<file path="config.mk">
export PLATFORM = sky130hd
export DESIGN_NAME = ubt_xcvr
export DESIGN_NICKNAME = d
export VERILOG_FILES = /design/src/rtl/ubt_pkg.sv /design/src/rtl/ubt_path.sv /design/src/rtl/ubt_od_drive.sv /design/src/rtl/ubt_tri_drive.sv /design/src/rtl/ubt_xcvr.sv
export SDC_FILE = /design/constraint.sdc
export NUM_CORES = 1
export LEC_CHECK = 0
export ABC_AREA = 1
export BUFFER_PORTS_ARGS = -buffer_cell sky130_fd_sc_hd__buf_2
export CAP_MARGIN = 20
export CORE_ASPECT_RATIO = 0.8
export CORE_MARGIN = 2
export CORE_UTILIZATION = 44
export CTS_CLUSTER_SIZE = 30
export DETAILED_ROUTE_END_ITERATION = 12
export GPL_TIMING_DRIVEN = 0
export PLACE_DENSITY = 0.7
export SYNTH_ARGS = -nofsm -noshare
export SYNTH_HDL_FRONTEND = slang
export SYNTH_SLANG_ARGS = --single-unit
</file>
<file path="constraint.sdc">
create_clock -name clk -period 1.2 [get_ports clk]
set_input_delay 0.24 -clock clk [delete_from_list [all_inputs] [get_ports clk]]
set_output_delay 0.24 -clock clk [all_outputs]
set_load 0.02 [all_outputs]
</file>
<file path="src/rtl/ubt_pkg.sv">
package ubt_pkg;

    typedef enum logic [1:0] {
        XFER_FOLLOW  = 2'd0,
        XFER_CAPTURE = 2'd1,
        XFER_KEEP    = 2'd2,
        XFER_BLOCKED = 2'd3
    } xfer_mode_e;

    // Priority: level enable first, then the edge gate, then the edge itself.
    function automatic xfer_mode_e pick_mode(
        input logic le,
        input logic ce_n,
        input logic edge_now,
        input logic edge_prev
    );
        xfer_mode_e m;
        if (le)
            m = XFER_FOLLOW;
        else if (ce_n)
            m = XFER_BLOCKED;
        else if (edge_now && !edge_prev)
            m = XFER_CAPTURE;
        else
            m = XFER_KEEP;
        return m;
    endfunction

endpackage

</file>
<file path="src/rtl/ubt_path.sv">
module ubt_path
    import ubt_pkg::*;
#(
    parameter int WIDTH = 18
) (
    input  logic             clk,
    input  logic             rst,
    input  logic [WIDTH-1:0] din,
    input  logic             oe_n,
    input  logic             le,
    input  logic             edge_in,
    input  logic             ce_n,
    output logic [WIDTH-1:0] dout,
    output logic             drive
);

    typedef struct packed {
        logic [WIDTH-1:0] word;
        logic             edge_seen;
        logic             enabled;
    } path_state_t;

    path_state_t state_d, state_q;
    xfer_mode_e  mode;

    always_comb begin
        state_d = state_q;
        mode    = pick_mode(le, ce_n, edge_in, state_q.edge_seen);
        case (mode)
            XFER_FOLLOW:  state_d.word = din;
            XFER_CAPTURE: state_d.word = din;
            default:      state_d.word = state_q.word;
        endcase
        state_d.edge_seen = edge_in;
        state_d.enabled   = ~oe_n;
    end

    always_ff @(posedge clk) begin
        if (rst) begin
            state_q.word      <= '0;
            state_q.edge_seen <= 1'b1;
            state_q.enabled   <= 1'b0;
        end else begin
            state_q <= state_d;
        end
    end

    assign dout  = state_q.word;
    assign drive = state_q.enabled;

endmodule

</file>
<file path="src/rtl/ubt_od_drive.sv">
module ubt_od_drive #(
    parameter int WIDTH = 18
) (
    input  logic [WIDTH-1:0] data,
    input  logic             drive,
    output logic [WIDTH-1:0] pull_low
);

    for (genvar i = 0; i < WIDTH; i++) begin : g_bit
        assign pull_low[i] = drive & ~data[i];
    end

endmodule

</file>
<file path="src/rtl/ubt_tri_drive.sv">
module ubt_tri_drive #(
    parameter int WIDTH = 18
) (
    input  logic [WIDTH-1:0] data,
    input  logic             drive,
    output logic [WIDTH-1:0] pin_data,
    output logic             pin_en
);

    for (genvar i = 0; i < WIDTH; i++) begin : g_bit
        assign pin_data[i] = drive & data[i];
    end
    assign pin_en = drive;

endmodule

</file>
<file path="src/rtl/ubt_xcvr.sv">
module ubt_xcvr #(
    parameter int WIDTH = 18
) (
    input  logic             clk,
    input  logic             rst,
    input  logic             ab_oe_n,
    input  logic             ab_le,
    input  logic             ab_clk,
    input  logic             ab_ce_n,
    input  logic             ba_oe_n,
    input  logic             ba_le,
    input  logic             ba_clk,
    input  logic             ba_ce_n,
    input  logic [WIDTH-1:0] a_in,
    output logic [WIDTH-1:0] a_out,
    output logic             a_out_en,
    input  logic [WIDTH-1:0] b_line,
    output logic [WIDTH-1:0] b_pull
);

    logic [WIDTH-1:0] ab_word;
    logic             ab_drive;
    logic [WIDTH-1:0] ba_word;
    logic             ba_drive;

    ubt_path #(.WIDTH(WIDTH)) u_ab_path (
        .clk     (clk),
        .rst     (rst),
        .din     (a_in),
        .oe_n    (ab_oe_n),
        .le      (ab_le),
        .edge_in (ab_clk),
        .ce_n    (ab_ce_n),
        .dout    (ab_word),
        .drive   (ab_drive)
    );

    ubt_path #(.WIDTH(WIDTH)) u_ba_path (
        .clk     (clk),
        .rst     (rst),
        .din     (b_line),
        .oe_n    (ba_oe_n),
        .le      (ba_le),
        .edge_in (ba_clk),
        .ce_n    (ba_ce_n),
        .dout    (ba_word),
        .drive   (ba_drive)
    );

    ubt_od_drive #(.WIDTH(WIDTH)) u_b_drv (
        .data     (ab_word),
        .drive    (ab_drive),
        .pull_low (b_pull)
    );

    ubt_tri_drive #(.WIDTH(WIDTH)) u_a_drv (
        .data     (ba_word),
        .drive    (ba_drive),
        .pin_data (a_out),
        .pin_en   (a_out_en)
    );

endmodule

</file>
---- Word level (Yosys, flattened, before mapping) ----
Cells that the tools add are included.
storage, ports and cells
  bits in read-only memories .............. 0
  bits in writable memories ............... 0
  bits in registers ....................... 40
  memories ................................ 0
  bits in latches ......................... 0
cells by class
  equal/unequal tests ..................... 2
  add/sub/neg operators ................... 0
  shift-type cells ........................ 0
  magnitude comparators ................... 0
  multipliers ............................. 0
  multiplexer cells ....................... 6
  reductions and logical operators ........ 8
  bitwise operators ....................... 56
  div/mod/pow operators ................... 0
operators with widths
  cell                                                             count
  1-bit AND                                                        36
  1-bit inverter                                                   20
  2-bit two-way mux                                                6
  2-bit by 1-bit == test with 1-bit output, second input constant  2
  2-bit zero test                                                  2
  2-bit OR reduction                                               2
  1-bit logical AND                                                2
  1-bit zero test                                                  2

---- Logic depth before layout (Yosys ltp) ----
Gate-level depths: netlist of run 1.
  depth after elaboration ................. 7
  mapped depth ............................ 6

---- Hierarchy ----
Synthesis of run 1 repeated with hierarchy kept, for this count alone.
unflattened totals
  cells, all modules ...................... 343
  area, all modules ....................... 2477.4 µm²
modules (own cells, without submodules)
  module         times used  cells an instance  area each (µm²)  sequential area each (µm²)
  ubt_path       2           142                1092.3           400.4
  ubt_tri_drive  1           39                 176.4            0.0
  ubt_od_drive   1           20                 116.4            0.0

---- Worst setup path after synthesis of run 1 ----
Ideal clock, no wire load.
  kind .................................... register -> output
  from .................................... reg u_ba_path.state_q (netlist bit u_ba_path.drive)
  to ...................................... out a_out[0]
  arrival ................................. 1012 ps
  slack ................................... -52 ps
  stages on the path, launching flop included .. 5
  path buffers ............................ 2
  cell sequence ........................... dfxtp_1 -> buf_2 -> buf_2 -> nand2_1 -> inv_1
between the ends
  cells in the longest elaborated chain, start to end .. 1
RTL lines
  element                   line                 RTL
  start: declaration        ubt_path.sv:23       path_state_t state_d, state_q;
  start signal: assignment  ubt_path.sv:44       state_q <= state_d;
  1-bit AND                 ubt_tri_drive.sv:11  assign pin_data[i] = drive & data[i];
  end: declaration          ubt_xcvr.sv:15       output logic [WIDTH-1:0] a_out,
No other way between the ends.

---- Worst setup path after layout of run 1 ----
  from .................................... reg u_ab_path.state_q (netlist bit u_ab_path.drive)
  to ...................................... out b_pull[8]
between the ends
  cells in the longest elaborated chain, start to end .. 1
RTL lines
  element                   line                RTL
  start: declaration        ubt_path.sv:23
  start signal: assignment  ubt_path.sv:44
  1-bit AND                 ubt_od_drive.sv:10  assign pull_low[i] = drive & ~data[i];
  end: declaration          ubt_xcvr.sv:18      output logic [WIDTH-1:0] b_pull
No other way between the ends.

==> results of run 1 <==
[per-stage QoR]
stage               std cells  instance area (µm²)  worst slack, ns
detailed placement        448                 2629         -0.04209
global placement          448                 2629         -0.03607
finish                    467                 3253          -0.1899
global route              467                 3253          -0.2359
floorplan                 306                 2143          0.05863
CTS                       458                 3045          -0.1708
[layer usage]
| layer | GRT usage | vias up |
|---|---|---|
| met5 | 0 | - |
| met4 | 0.06250 | 0 |
| met3 | 0.05328 | 4 |
| met2 | 0.3760 | 54 |
| met1 | 0.2550 | 998 |
| li1 | - | 1114 |
[registers in the layout (all words and copies together), names as in the netlist]
name               cells
u_ab_path.drive        1
u_ba_path.dout        18
u_ab_path.state_q      1
u_ba_path.state_q      1
u_ba_path.drive        1
u_ab_path.dout        18
[power groups by stage]
stage	Combinational, mW	Clock (mW)	Sequential (mW)
5_1_grt	0.886	1.02	1.52
3_5_place_dp	0.627	0	1.50
6_report	0.803	0.951	1.50
4_1_cts	0.735	0.960	1.49
3_3_place_gp	0.619	0	1.50
2_1_floorplan	0.428	0	1.49
[layout by cell type (no fill, tap or decap), drive strengths merged]
master / netlist / routed
buf: 18 / 111
nor2: 56 / 56
inv: 62 / 61
a21oi: 36 / 36
clkinv: 0 / 1
nand2: 54 / 54
nand3: 38 / 38
or2: 2 / 2
dfxtp: 40 / 40
clkbuf: 0 / 8
[cell type report]
type / count / area (µm²) / share of cell area
multi-input cells: 186 / 1121 / 0.3446
flip-flops and latches: 40 / 805.8 / 0.2477
repair buffers: 93 / 750.7 / 0.2308
inverters: 62 / 245.2 / 0.07538
plain buffers: 18 / 165.2 / 0.05077
clock buffers: 8 / 90.09 / 0.02769
well taps: 60 / 75.07 / 0.02308
[logic make-up after synthesis]
kind of cell / share of synthesized area
DFF: 0.3743
buffers and inverters: 0.1696
AOI/OAI and AO/OA: 0.09824
and+or+nand+nor: 0.3579
[what timing repair did]
item | 4_1_cts | 5_1_grt
pin swaps | 6 | 3
cloned | 1 | 0
gates resized for setup | 99 | 46
hold buffers | 0 | 0
buffers inserted | 1 | 9
setup endpoints to repair | 36 | 36
[worst min-delay path by stage]
stage                                  to  slack, ns  depth (start not counted)
2_1_floorplan  u_ba_path.drive$_SDFF_PP0_       0.30                          1
3_3_place_gp   u_ba_path.drive$_SDFF_PP0_       0.39                          2
3_5_place_dp   u_ba_path.drive$_SDFF_PP0_       0.39                          2
4_1_cts        u_ba_path.drive$_SDFF_PP0_       0.08                          2
5_1_grt        u_ba_path.drive$_SDFF_PP0_       0.07                          2
6_report       u_ab_path.drive$_SDFF_PP0_       0.08                          2
==> metrics.txt, run 1 <==
# TYPE chip_impl_metric gauge
chip_impl_info{name="outcome",value="complete, but fails checks"} 1
chip_impl_info{name="violated_checks",value="setup timing"} 1
chip_impl_metric{name="critical_path_depth",unit=""} 4
chip_impl_metric{name="path_max_fanout",unit=""} 10
chip_impl_metric{name="ys_seq_elements",unit=""} 40
chip_impl_metric{name="worstPathRequired",unit="ns"} 0.96
chip_impl_info{name="grt_setup_unrepaired",value="yes"} 1
chip_impl_metric{name="synth.yosys.seq_area_share",unit=""} 0.3743
chip_impl_metric{name="drc_errors",unit=""} 0
chip_impl_metric{name="routed_via_density",unit=""} 4.647
chip_impl_metric{name="final.hold.worst_slack",unit="ns"} 0.08048
chip_impl_metric{name="detail_route.iter0.violations",unit=""} 73
chip_impl_metric{name="hold_viol_final",unit=""} 0
chip_impl_metric{name="syn_avg_cell_area",unit="µm²"} 6.992
chip_impl_metric{name="standby_leakage_power",unit="nW"} 1.742
chip_impl_info{name="critPathSlowestCell",value="sky130_fd_sc_hd__dfxtp_4"} 1
chip_impl_info{name="hold_start",value="ab_oe_n"} 1
chip_impl_info{name="clock-root-buffer",value="sky130_fd_sc_hd__clkbuf_8"} 1
chip_impl_metric{name="fillers",unit=""} 400
chip_impl_metric{name="fp.coreArea",unit="µm²"} 4624
chip_impl_metric{name="reg2reg_slack",unit="ns"} 0.16
chip_impl_metric{name="antenna_cells_inserted",unit=""} 0
chip_impl_metric{name="synthesis.area",unit="µm²"} 2140
chip_impl_metric{name="postLayoutSetupSlackWorst",unit="ns"} -0.1899
chip_impl_metric{name="first_pass_iters",unit=""} 4
chip_impl_metric{name="yosysTopAreaCellShare",unit=""} 0.3743
chip_impl_metric{name="gp_congestion",unit=""} 0.8029
chip_impl_metric{name="p_int",unit="mW"} 2.276
chip_impl_metric{name="netlist-cell-type-count",unit=""} 15
chip_impl_metric{name="cpPeakStageDelay",unit="ns"} 0.38
chip_impl_metric{name="yosysWarningCount",unit=""} 0
chip_impl_metric{name="power_switching_share",unit=""} 0.3011
chip_impl_metric{name="fin_clk_skew",unit="ns"} 0.004480
chip_impl_metric{name="p_comb_frac",unit=""} 0.247
chip_impl_metric{name="power.density",unit="nW/µm²"} 1001
chip_impl_info{name="critical_path.endpoint",value="b_pull[8]"} 1
chip_impl_metric{name="final_core_util",unit=""} 0.7035
chip_impl_metric{name="layout-drive-gt1-share",unit=""} 0.5037
chip_impl_metric{name="initial_core_utilization",unit=""} 0.4627
chip_impl_info{name="critical_path.reg2reg.startpoint",value="u_ab_path.state_q[1]$_SDFF_PP1_"} 1
chip_impl_info{name="netlist_top_cells_area",value="sky130_fd_sc_hd__dfxtp_1 (37%), sky130_fd_sc_hd__inv_1 (10%), sky130_fd_sc_hd__nand3_2 (9.8%)"} 1
chip_impl_metric{name="worstSkewPairLatency",unit="ns"} 0.30
chip_impl_metric{name="wl_met2",unit="mm"} 2.870
chip_impl_metric{name="postSynthCellCount",unit=""} 306
chip_impl_metric{name="cts.sinks",unit=""} 40
chip_impl_metric{name="syn_to_final_growth",unit="%"} 52.05
chip_impl_metric{name="rr_worst_depth",unit=""} 5
chip_impl_metric{name="achievable-frequency",unit="GHz"} 0.7195
chip_impl_metric{name="number_of_enable_type_register_cells_in_the_synthesized_netlist",unit=""} 0
chip_impl_metric{name="floorplan.die_area",unit="µm²"} 5440
chip_impl_metric{name="power_frac_clock",unit=""} 0.292
chip_impl_metric{name="hpwl_after_detailed_placement",unit="mm"} 3.579
chip_impl_info{name="critPathLaunch",value="u_ab_path.drive$_SDFF_PP0_"} 1
chip_impl_info{name="hp-class",value="in -> reg"} 1
chip_impl_metric{name="nNetsFinal",unit=""} 452
chip_impl_metric{name="met1Wirelength",unit="mm"} 2.473
chip_impl_metric{name="crit_arrival",unit="ns"} 1.15
chip_impl_metric{name="final_min_period_over_clock_period",unit=""} 1.158
chip_impl_metric{name="wl_per_cell",unit="µm"} 12.23
chip_impl_metric{name="crit_buf_inv",unit=""} 3
chip_impl_metric{name="asyncSetResetFlopFracSynth",unit=""} 0
chip_impl_metric{name="grt_usage",unit=""} 0.2137
chip_impl_metric{name="grt_start_max_net_pins",unit=""} 12
chip_impl_metric{name="clk_transition_reported_paths",unit="ns"} 0.08
chip_impl_metric{name="placement_rows",unit=""} 22
chip_impl_metric{name="worst-slew-pin-transition",unit="ns"} 0.2996
chip_impl_metric{name="final-setup-viol-count",unit=""} 36
chip_impl_metric{name="io_buffer_count",unit=""} 82
chip_impl_metric{name="vias",unit=""} 2170
chip_impl_info{name="critical_path.endpoint_type",value="output port"} 1
chip_impl_info{name="worstReg2RegEnd",value="u_ab_path.dout[6]$_SDFFE_PP0P_"} 1
chip_impl_metric{name="die_width",unit="µm"} 81.97
chip_impl_metric{name="post-route-min-period",unit="ns"} 1.390
chip_impl_info{name="path_class",value="reg -> out"} 1
chip_impl_metric{name="power.switching",unit="mW"} 0.9804
chip_impl_info{name="crit_path_cell_trace",value="clkinv_8 -> buf_12 -> nor2_1 -> buf_4"} 1
chip_impl_metric{name="post_route_antenna_net_violation_count",unit=""} 0
chip_impl_metric{name="cts-root-to-sink-buffers",unit=""} 2
chip_impl_metric{name="first_global_vias",unit=""} 2043
chip_impl_metric{name="setup_total_negative_slack",unit="ns"} -5.595
chip_impl_metric{name="drt_wl_total",unit="mm"} 5.712
chip_impl_metric{name="cts_inserted_buffers",unit=""} 5
chip_impl_metric{name="proportion_of_power_drawn_by_flip_flops_and_latches",unit=""} 0.461
chip_impl_metric{name="peakVddDrop",unit="V"} 0.0008050
chip_impl_metric{name="timing.max_cap.violations",unit=""} 0
chip_impl_metric{name="met3RoutedLength",unit="µm"} 313
chip_impl_metric{name="die_y",unit="µm"} 66.37
chip_impl_info{name="cts_tree",value="built"} 1
chip_impl_info{name="crit_family",value="flip-flops"} 1
chip_impl_metric{name="total_power",unit="mW"} 3.256
chip_impl_metric{name="grt_pass1_wl",unit="mm"} 8.921
chip_impl_metric{name="syn_nets",unit=""} 352
chip_impl_info{name="synth_most_common_cell",value="sky130_fd_sc_hd__inv_1"} 1
chip_impl_info{name="synth_commonest_cells",value="sky130_fd_sc_hd__inv_1 (58), sky130_fd_sc_hd__nand2_1 (54), sky130_fd_sc_hd__nor2_1 (48)"} 1
chip_impl_metric{name="overflow",unit=""} 0
chip_impl_info{name="highest-signal-layer",value="met4"} 1
chip_impl_metric{name="htree_levels",unit=""} 2
chip_impl_metric{name="slew_viol_final",unit=""} 0
chip_impl_info{name="startpoint_type",value="register"} 1
chip_impl_info{name="yosys_most_used_dff",value="sky130_fd_sc_hd__dfxtp_1"} 1
chip_impl_metric{name="relSlewSlack",unit=""} 0.8003
chip_impl_info{name="synth_top_area_cell",value="sky130_fd_sc_hd__dfxtp_1"} 1
chip_impl_metric{name="grt_antenna_before_repair",unit=""} 0
chip_impl_metric{name="boundaryPins",unit=""} 83
Power figures use the tool's default switching activity.
==> run 2: changes to the inputs <==
Settings changed: ABC_AREA 1 to default, CTS_CLUSTER_SIZE 30 to 28, PLACE_DENSITY 0.7 to 0.71.
==> metrics.txt, run 2 <==
# TYPE chip_impl_metric gauge
chip_impl_metric{name="asyncSetResetFlopFracSynth",unit=""} 0
chip_impl_info{name="hold_start",value="ab_oe_n"} 1
chip_impl_metric{name="timing.max_cap.violations",unit=""} 0
chip_impl_metric{name="path_max_fanout",unit=""} 8
chip_impl_metric{name="post_route_antenna_net_violation_count",unit=""} 0
chip_impl_info{name="grt_setup_unrepaired",value="yes"} 1
chip_impl_metric{name="yosysWarningCount",unit=""} 0
chip_impl_metric{name="worstPathRequired",unit="ns"} 0.96
chip_impl_metric{name="worst-slew-pin-transition",unit="ns"} 0.3924
chip_impl_metric{name="cpPeakStageDelay",unit="ns"} 0.41
chip_impl_metric{name="detailed_place.area",unit="µm²"} 2446
chip_impl_metric{name="io_buffer_count",unit=""} 81
chip_impl_metric{name="overflow",unit=""} 0
chip_impl_metric{name="detail_route.iter0.violations",unit=""} 46
chip_impl_info{name="layout_commonest_cell",value="sky130_fd_sc_hd__nand2b_1"} 1
chip_impl_metric{name="relSlewSlack",unit=""} 0.7384
chip_impl_metric{name="power.density",unit="nW/µm²"} 1006
chip_impl_info{name="critical_path.reg2reg.startpoint",value="u_ba_path.state_q[1]$_SDFF_PP1_"} 1
chip_impl_metric{name="crit_arrival",unit="ns"} 1.10
chip_impl_metric{name="wl_per_cell",unit="µm"} 12.46
chip_impl_metric{name="post-route-min-period",unit="ns"} 1.338
chip_impl_metric{name="achievable-frequency",unit="GHz"} 0.7475
chip_impl_metric{name="cts_inserted_buffers",unit=""} 5
chip_impl_metric{name="fp.coreArea",unit="µm²"} 4230
chip_impl_metric{name="routed_via_density",unit=""} 4.446
chip_impl_metric{name="synth.yosys.seq_area_share",unit=""} 0.4069
chip_impl_metric{name="final_core_util",unit=""} 0.7093
chip_impl_metric{name="syn_avg_cell_area",unit="µm²"} 9.601
chip_impl_metric{name="first_global_vias",unit=""} 1587
chip_impl_metric{name="yosysTopAreaCellShare",unit=""} 0.4069
chip_impl_metric{name="die_y",unit="µm"} 63.82
chip_impl_metric{name="vias",unit=""} 1605
chip_impl_metric{name="floorplan.die_area",unit="µm²"} 5027
chip_impl_info{name="synth_most_common_cell",value="sky130_fd_sc_hd__nand2b_1"} 1
chip_impl_metric{name="hpwl_after_detailed_placement",unit="mm"} 3.018
chip_impl_metric{name="cts.sinks",unit=""} 40
chip_impl_metric{name="slew_viol_final",unit=""} 0
chip_impl_metric{name="met1Wirelength",unit="mm"} 2.049
chip_impl_metric{name="hold_viol_final",unit=""} 0
chip_impl_metric{name="fin_clk_skew",unit="ns"} 0.001930
chip_impl_info{name="violated_checks",value="setup timing"} 1
chip_impl_info{name="critPathLaunch",value="u_ab_path.drive$_SDFF_PP0_"} 1
chip_impl_metric{name="drc_errors",unit=""} 0
chip_impl_metric{name="layout-drive-gt1-share",unit=""} 0.4671
chip_impl_info{name="startpoint_type",value="register"} 1
chip_impl_info{name="netlist_top_cells_area",value="sky130_fd_sc_hd__dfxtp_1 (41%), sky130_fd_sc_hd__nand2b_1 (23%), sky130_fd_sc_hd__mux2i_1 (18%)"} 1
chip_impl_metric{name="grt_usage",unit=""} 0.1861
chip_impl_metric{name="ys_seq_elements",unit=""} 40
chip_impl_info{name="critical_path.endpoint_type",value="output port"} 1
chip_impl_info{name="outcome",value="complete, but fails checks"} 1
chip_impl_metric{name="setup_total_negative_slack",unit="ns"} -3.410
chip_impl_metric{name="postLayoutSetupSlackWorst",unit="ns"} -0.1377
chip_impl_metric{name="boundaryPins",unit=""} 83
chip_impl_metric{name="final.hold.worst_slack",unit="ns"} 0.09136
chip_impl_metric{name="grt_start_max_net_pins",unit=""} 13
chip_impl_metric{name="met3RoutedLength",unit="µm"} 192
chip_impl_info{name="layout_common_cells",value="sky130_fd_sc_hd__nand2b_1 (72), sky130_fd_sc_hd__buf_2 (45), sky130_fd_sc_hd__dfxtp_1 (38), sky130_fd_sc_hd__mux2i_1 (36), sky130_fd_sc_hd__buf_6 (33)"} 1
chip_impl_metric{name="syn_nets",unit=""} 251
chip_impl_info{name="yosys_most_used_dff",value="sky130_fd_sc_hd__dfxtp_1"} 1
chip_impl_metric{name="peakVddDrop",unit="V"} 0.0006605
chip_impl_info{name="crit_path_cell_trace",value="buf_8 -> nor2b_1 -> buf_4"} 1
chip_impl_metric{name="cts_hold_buffers",unit=""} 0
chip_impl_info{name="crit_family",value="flip-flops"} 1
chip_impl_metric{name="cts-root-to-sink-buffers",unit=""} 2
chip_impl_metric{name="crit_buf_inv",unit=""} 2
chip_impl_info{name="highest-signal-layer",value="met4"} 1
chip_impl_metric{name="htree_levels",unit=""} 2
chip_impl_metric{name="synthesis.area",unit="µm²"} 1968
chip_impl_metric{name="first_pass_iters",unit=""} 4
chip_impl_metric{name="die_width",unit="µm"} 78.78
chip_impl_metric{name="nNetsFinal",unit=""} 349
chip_impl_metric{name="drt_wl_total",unit="mm"} 4.499
chip_impl_metric{name="grt_antenna_before_repair",unit=""} 0
chip_impl_metric{name="placement_rows",unit=""} 21
chip_impl_metric{name="wl_met2",unit="mm"} 2.206
chip_impl_metric{name="final_min_period_over_clock_period",unit=""} 1.115
chip_impl_info{name="critPathSlowestCell",value="sky130_fd_sc_hd__dfxtp_4"} 1
chip_impl_info{name="synth_top_area_cell",value="sky130_fd_sc_hd__dfxtp_1"} 1
chip_impl_metric{name="gp_congestion",unit=""} 0.7704
chip_impl_metric{name="grt_pass1_wl",unit="mm"} 7.224
chip_impl_metric{name="syn_to_final_growth",unit="%"} 52.45
chip_impl_metric{name="postSynthCellCount",unit=""} 205
chip_impl_info{name="cts_tree",value="built"} 1
chip_impl_metric{name="clk_transition_reported_paths",unit="ns"} 0.07
chip_impl_metric{name="initial_core_utilization",unit=""} 0.4652
chip_impl_info{name="path_class",value="reg -> out"} 1
chip_impl_metric{name="worstSkewPairLatency",unit="ns"} 0.29
chip_impl_metric{name="number_of_enable_type_register_cells_in_the_synthesized_netlist",unit=""} 0
chip_impl_metric{name="antenna_cells_inserted",unit=""} 0
chip_impl_info{name="hp-class",value="in -> reg"} 1
chip_impl_info{name="synth_commonest_cells",value="sky130_fd_sc_hd__nand2b_1 (72), sky130_fd_sc_hd__dfxtp_1 (40), sky130_fd_sc_hd__mux2i_1 (36)"} 1
chip_impl_metric{name="netlist-cell-type-count",unit=""} 15
chip_impl_metric{name="standby_leakage_power",unit="nW"} 1.404
chip_impl_metric{name="design_area",unit="µm²"} 3000
chip_impl_info{name="clock-root-buffer",value="sky130_fd_sc_hd__clkbuf_8"} 1
chip_impl_metric{name="final-setup-viol-count",unit=""} 36
[run 2: final timing paths]
path              slack, ns                         endpoint  cells past startpoint
hold / removal         0.09       u_ab_path.drive$_SDFF_PP0_                      2
setup / recovery      -0.14                        b_pull[9]                      3
hold reg to reg        0.48   u_ba_path.dout[4]$_SDFFE_PP0P_                      2
setup reg to reg       0.12  u_ba_path.dout[11]$_SDFFE_PP0P_                      5
[run 2: area by class of cell]
| type | count | area, µm² |
|---|---|---|
| Multi-Input combinational cell | 152 | 1212 |
| Clock buffer | 6 | 82.58 |
| Buffer | 13 | 95.09 |
| Fill cell | 369 | 1230 |
| Clock inverter | 2 | 10.01 |
| Sequential cell | 40 | 808.3 |
| Timing Repair Buffer | 91 | 720.7 |
| Tap cell | 57 | 71.32 |
[run 2: routing by layer]
layer | track usage | vias up
met5 | 0 | -
met4 | 0.06579 | 0
met3 | 0.04520 | 5
met2 | 0.3173 | 38
met1 | 0.2287 | 719
li1 | - | 843
[run 2: report_power, final]
| group | leakage, nW | switching, mW | internal (mW) |
|---|---|---|---|
| clock | 0.0510 | 0.446 | 0.458 |
| combinational | 1.02 | 0.268 | 0.369 |
| sequential | 0.332 | 0.0630 | 1.41 |
[run 2: through the flow]
step	setup slack, ns	total power, mW	cells
final	-0.1377	3.019	361
after global routing	-0.1808	3.183	361
after CTS	-0.1574	3.014	361
after floorplan	0.01565	1.807	205
after detailed placement	-0.2137	1.985	343
after global placement	-0.2172	1.979	343
[run 2: cells by family after synthesis]
family	synth area share
DFF	0.4069
muxes	0.1831
and+or+nand+nor	0.3706
AOI/OAI and AO/OA	0.002540
buffers and inverters	0.03687
[run 2: repair_timing]
action / in CTS / in global routing
gates cloned: 2 / 0
pin swaps: 18 / 1
buffers inserted: 8 / 0
resized for setup: 95 / 22
setup endpoints to repair: 39 / 37
==> run 3: changes to the inputs <==
Settings changed: PLACE_DENSITY 0.71 to 0.79.
==> metrics.txt, run 3 (synthesis results as in run 2) <==
# TYPE chip_impl_metric gauge
chip_impl_info{name="layout_common_cells",value="sky130_fd_sc_hd__nand2b_1 (72), sky130_fd_sc_hd__buf_2 (45), sky130_fd_sc_hd__dfxtp_1 (38), sky130_fd_sc_hd__buf_6 (37), sky130_fd_sc_hd__mux2i_1 (36)"} 1
chip_impl_metric{name="standby_leakage_power",unit="nW"} 1.415
chip_impl_metric{name="antenna_cells_inserted",unit=""} 0
chip_impl_metric{name="cts_inserted_buffers",unit=""} 5
chip_impl_metric{name="detail_route.iter0.violations",unit=""} 34
chip_impl_metric{name="cts.sinks",unit=""} 40
chip_impl_metric{name="final_min_period_over_clock_period",unit=""} 1.127
chip_impl_metric{name="peakVddDrop",unit="V"} 0.0008253
chip_impl_info{name="path_class",value="reg -> out"} 1
chip_impl_metric{name="design_area",unit="µm²"} 3038
chip_impl_metric{name="crit_arrival",unit="ns"} 1.11
chip_impl_metric{name="worstPathRequired",unit="ns"} 0.96
chip_impl_metric{name="routed_via_density",unit=""} 4.553
chip_impl_info{name="startpoint_type",value="register"} 1
chip_impl_metric{name="power.density",unit="nW/µm²"} 1004
chip_impl_metric{name="grt_start_max_net_pins",unit=""} 13
chip_impl_metric{name="fillers",unit=""} 325
chip_impl_metric{name="wl_per_cell",unit="µm"} 12.95
chip_impl_metric{name="worst-slew-pin-transition",unit="ns"} 0.3922
chip_impl_metric{name="post-route-min-period",unit="ns"} 1.353
chip_impl_info{name="layout_commonest_cell",value="sky130_fd_sc_hd__nand2b_1"} 1
chip_impl_metric{name="fp.coreArea",unit="µm²"} 4230
chip_impl_metric{name="reg2reg_slack",unit="ns"} 0.11
chip_impl_info{name="clock-root-buffer",value="sky130_fd_sc_hd__clkbuf_8"} 1
chip_impl_metric{name="grt_antenna_before_repair",unit=""} 0
chip_impl_metric{name="first_global_vias",unit=""} 1605
chip_impl_metric{name="slew_viol_final",unit=""} 0
chip_impl_metric{name="placement_rows",unit=""} 21
chip_impl_metric{name="total_power",unit="mW"} 3.049
chip_impl_metric{name="vias",unit=""} 1639
chip_impl_metric{name="syn_to_final_growth",unit="%"} 54.35
chip_impl_metric{name="hold_viol_final",unit=""} 0
chip_impl_info{name="grt_setup_unrepaired",value="yes"} 1
chip_impl_metric{name="hpwl_after_detailed_placement",unit="mm"} 3.052
chip_impl_metric{name="fin_clk_skew",unit="ns"} 0.003918
chip_impl_metric{name="postLayoutSetupSlackWorst",unit="ns"} -0.1525
chip_impl_metric{name="drc_errors",unit=""} 0
chip_impl_metric{name="boundaryPins",unit=""} 83
chip_impl_metric{name="gp_congestion",unit=""} 0.7520
chip_impl_metric{name="htree_levels",unit=""} 2
chip_impl_metric{name="cts_hold_buffers",unit=""} 0
chip_impl_metric{name="final-setup-viol-count",unit=""} 36
chip_impl_metric{name="overflow",unit=""} 0
chip_impl_metric{name="floorplan.die_area",unit="µm²"} 5027
chip_impl_metric{name="grt_usage",unit=""} 0.1911
chip_impl_metric{name="grt_pass1_wl",unit="mm"} 7.493
chip_impl_metric{name="die_y",unit="µm"} 63.82
chip_impl_metric{name="relSlewSlack",unit=""} 0.7385
chip_impl_metric{name="clk_transition_reported_paths",unit="ns"} 0.07
chip_impl_metric{name="post_route_antenna_net_violation_count",unit=""} 0
chip_impl_metric{name="worstSkewPairLatency",unit="ns"} 0.28
chip_impl_info{name="violated_checks",value="setup timing"} 1
chip_impl_metric{name="layout-drive-gt1-share",unit=""} 0.4719
chip_impl_info{name="hp-class",value="in -> reg"} 1
chip_impl_metric{name="drt_wl_total",unit="mm"} 4.661
chip_impl_metric{name="cts-root-to-sink-buffers",unit=""} 2
chip_impl_info{name="outcome",value="complete, but fails checks"} 1
chip_impl_metric{name="first_pass_iters",unit=""} 4
chip_impl_info{name="critical_path.endpoint_type",value="output port"} 1
chip_impl_metric{name="achievable-frequency",unit="GHz"} 0.7394
chip_impl_metric{name="path_max_fanout",unit=""} 8
chip_impl_metric{name="die_width",unit="µm"} 78.78
chip_impl_metric{name="initial_core_utilization",unit=""} 0.4652
chip_impl_metric{name="timing.max_cap.violations",unit=""} 0
chip_impl_metric{name="detailed_place.area",unit="µm²"} 2446
chip_impl_metric{name="io_buffer_count",unit=""} 81
chip_impl_info{name="cts_tree",value="built"} 1
chip_impl_metric{name="nNetsFinal",unit=""} 348
## run 3: cell types whose count changed in the layout (fill, tap and decap cells not counted)
cell	change
sky130_fd_sc_hd__buf_4	-5
sky130_fd_sc_hd__nor2b_4	+5
sky130_fd_sc_hd__buf_6	+4
sky130_fd_sc_hd__nor2b_2	-3
sky130_fd_sc_hd__nor2b_1	-2
## run 3: worst paths after layout
path / startpoint / end / cells after the start
max: u_ab_path.drive$_SDFF_PP0_ / b_pull[7] / 3
min reg2reg: u_ba_path.dout[3]$_SDFFE_PP0P_ / u_ba_path.dout[3]$_SDFFE_PP0P_ / 2
max reg2reg: u_ba_path.state_q[1]$_SDFF_PP1_ / u_ba_path.dout[17]$_SDFFE_PP0P_ / 5
min: ab_oe_n / u_ab_path.drive$_SDFF_PP0_ / 2
## run 3: critical path, stage by stage, from the launching register on
cell	delay, ns
sky130_fd_sc_hd__dfxtp_4	0.41
sky130_fd_sc_hd__buf_8	0.13
sky130_fd_sc_hd__nor2b_4	0.16
sky130_fd_sc_hd__buf_6	0.12
## run 3: metal layers
metal,vias up,global-route usage,part of all wire
li1,835,-,-
met1,761,0.2504,0.47
met2,38,0.3098,0.48
met3,5,0.04379,0.041
met4,0,0.06579,0.011
met5,-,0,0
## run 3: cell type report
| class | count | area [µm²] | share of cell area |
|---|---|---|---|
| Sequential cell | 40 | 808.3 | 0.2661 |
| Tap cell | 57 | 71.32 | 0.02348 |
| Multi-Input combinational cell | 152 | 1242 | 0.4090 |
| Timing Repair Buffer | 90 | 724.4 | 0.2385 |
| Buffer | 13 | 98.84 | 0.03254 |
| Clock inverter | 2 | 10.01 | 0.003295 |
| Clock buffer | 6 | 82.58 | 0.02718 |
## run 3: stage by stage
step | utilization | setup slack (ns) | hold slack, ns | std cells | setup TNS, ns
after global routing | 0.7181 | -0.1992 | 0.07436 | 360 | -5.131
after floorplan | - | 0.01565 | 0.3050 | 205 | 0
after global placement | 0.5782 | -0.2070 | 0.3961 | 343 | -3.599
after detailed placement | 0.5782 | -0.2194 | 0.3992 | 343 | -3.716
after CTS | 0.6865 | -0.1632 | 0.07968 | 357 | -3.782
final | 0.7181 | -0.1525 | 0.09535 | 360 | -3.534
## run 3: what timing repair did
action / in CTS / in global routing
gates resized for setup: 98 / 27
setup endpoints to repair: 37 / 47
buffers inserted: 4 / 3
cloned: 2 / 0
pin swaps: 19 / 0
## run 3: report_power, final
| group | total [mW] | internal, mW | switching (mW) |
|---|---|---|---|
| Sequential | 1.48 | 1.41 | 0.0680 |
| Clock | 0.910 | 0.459 | 0.452 |
| Combinational | 0.656 | 0.380 | 0.276 |
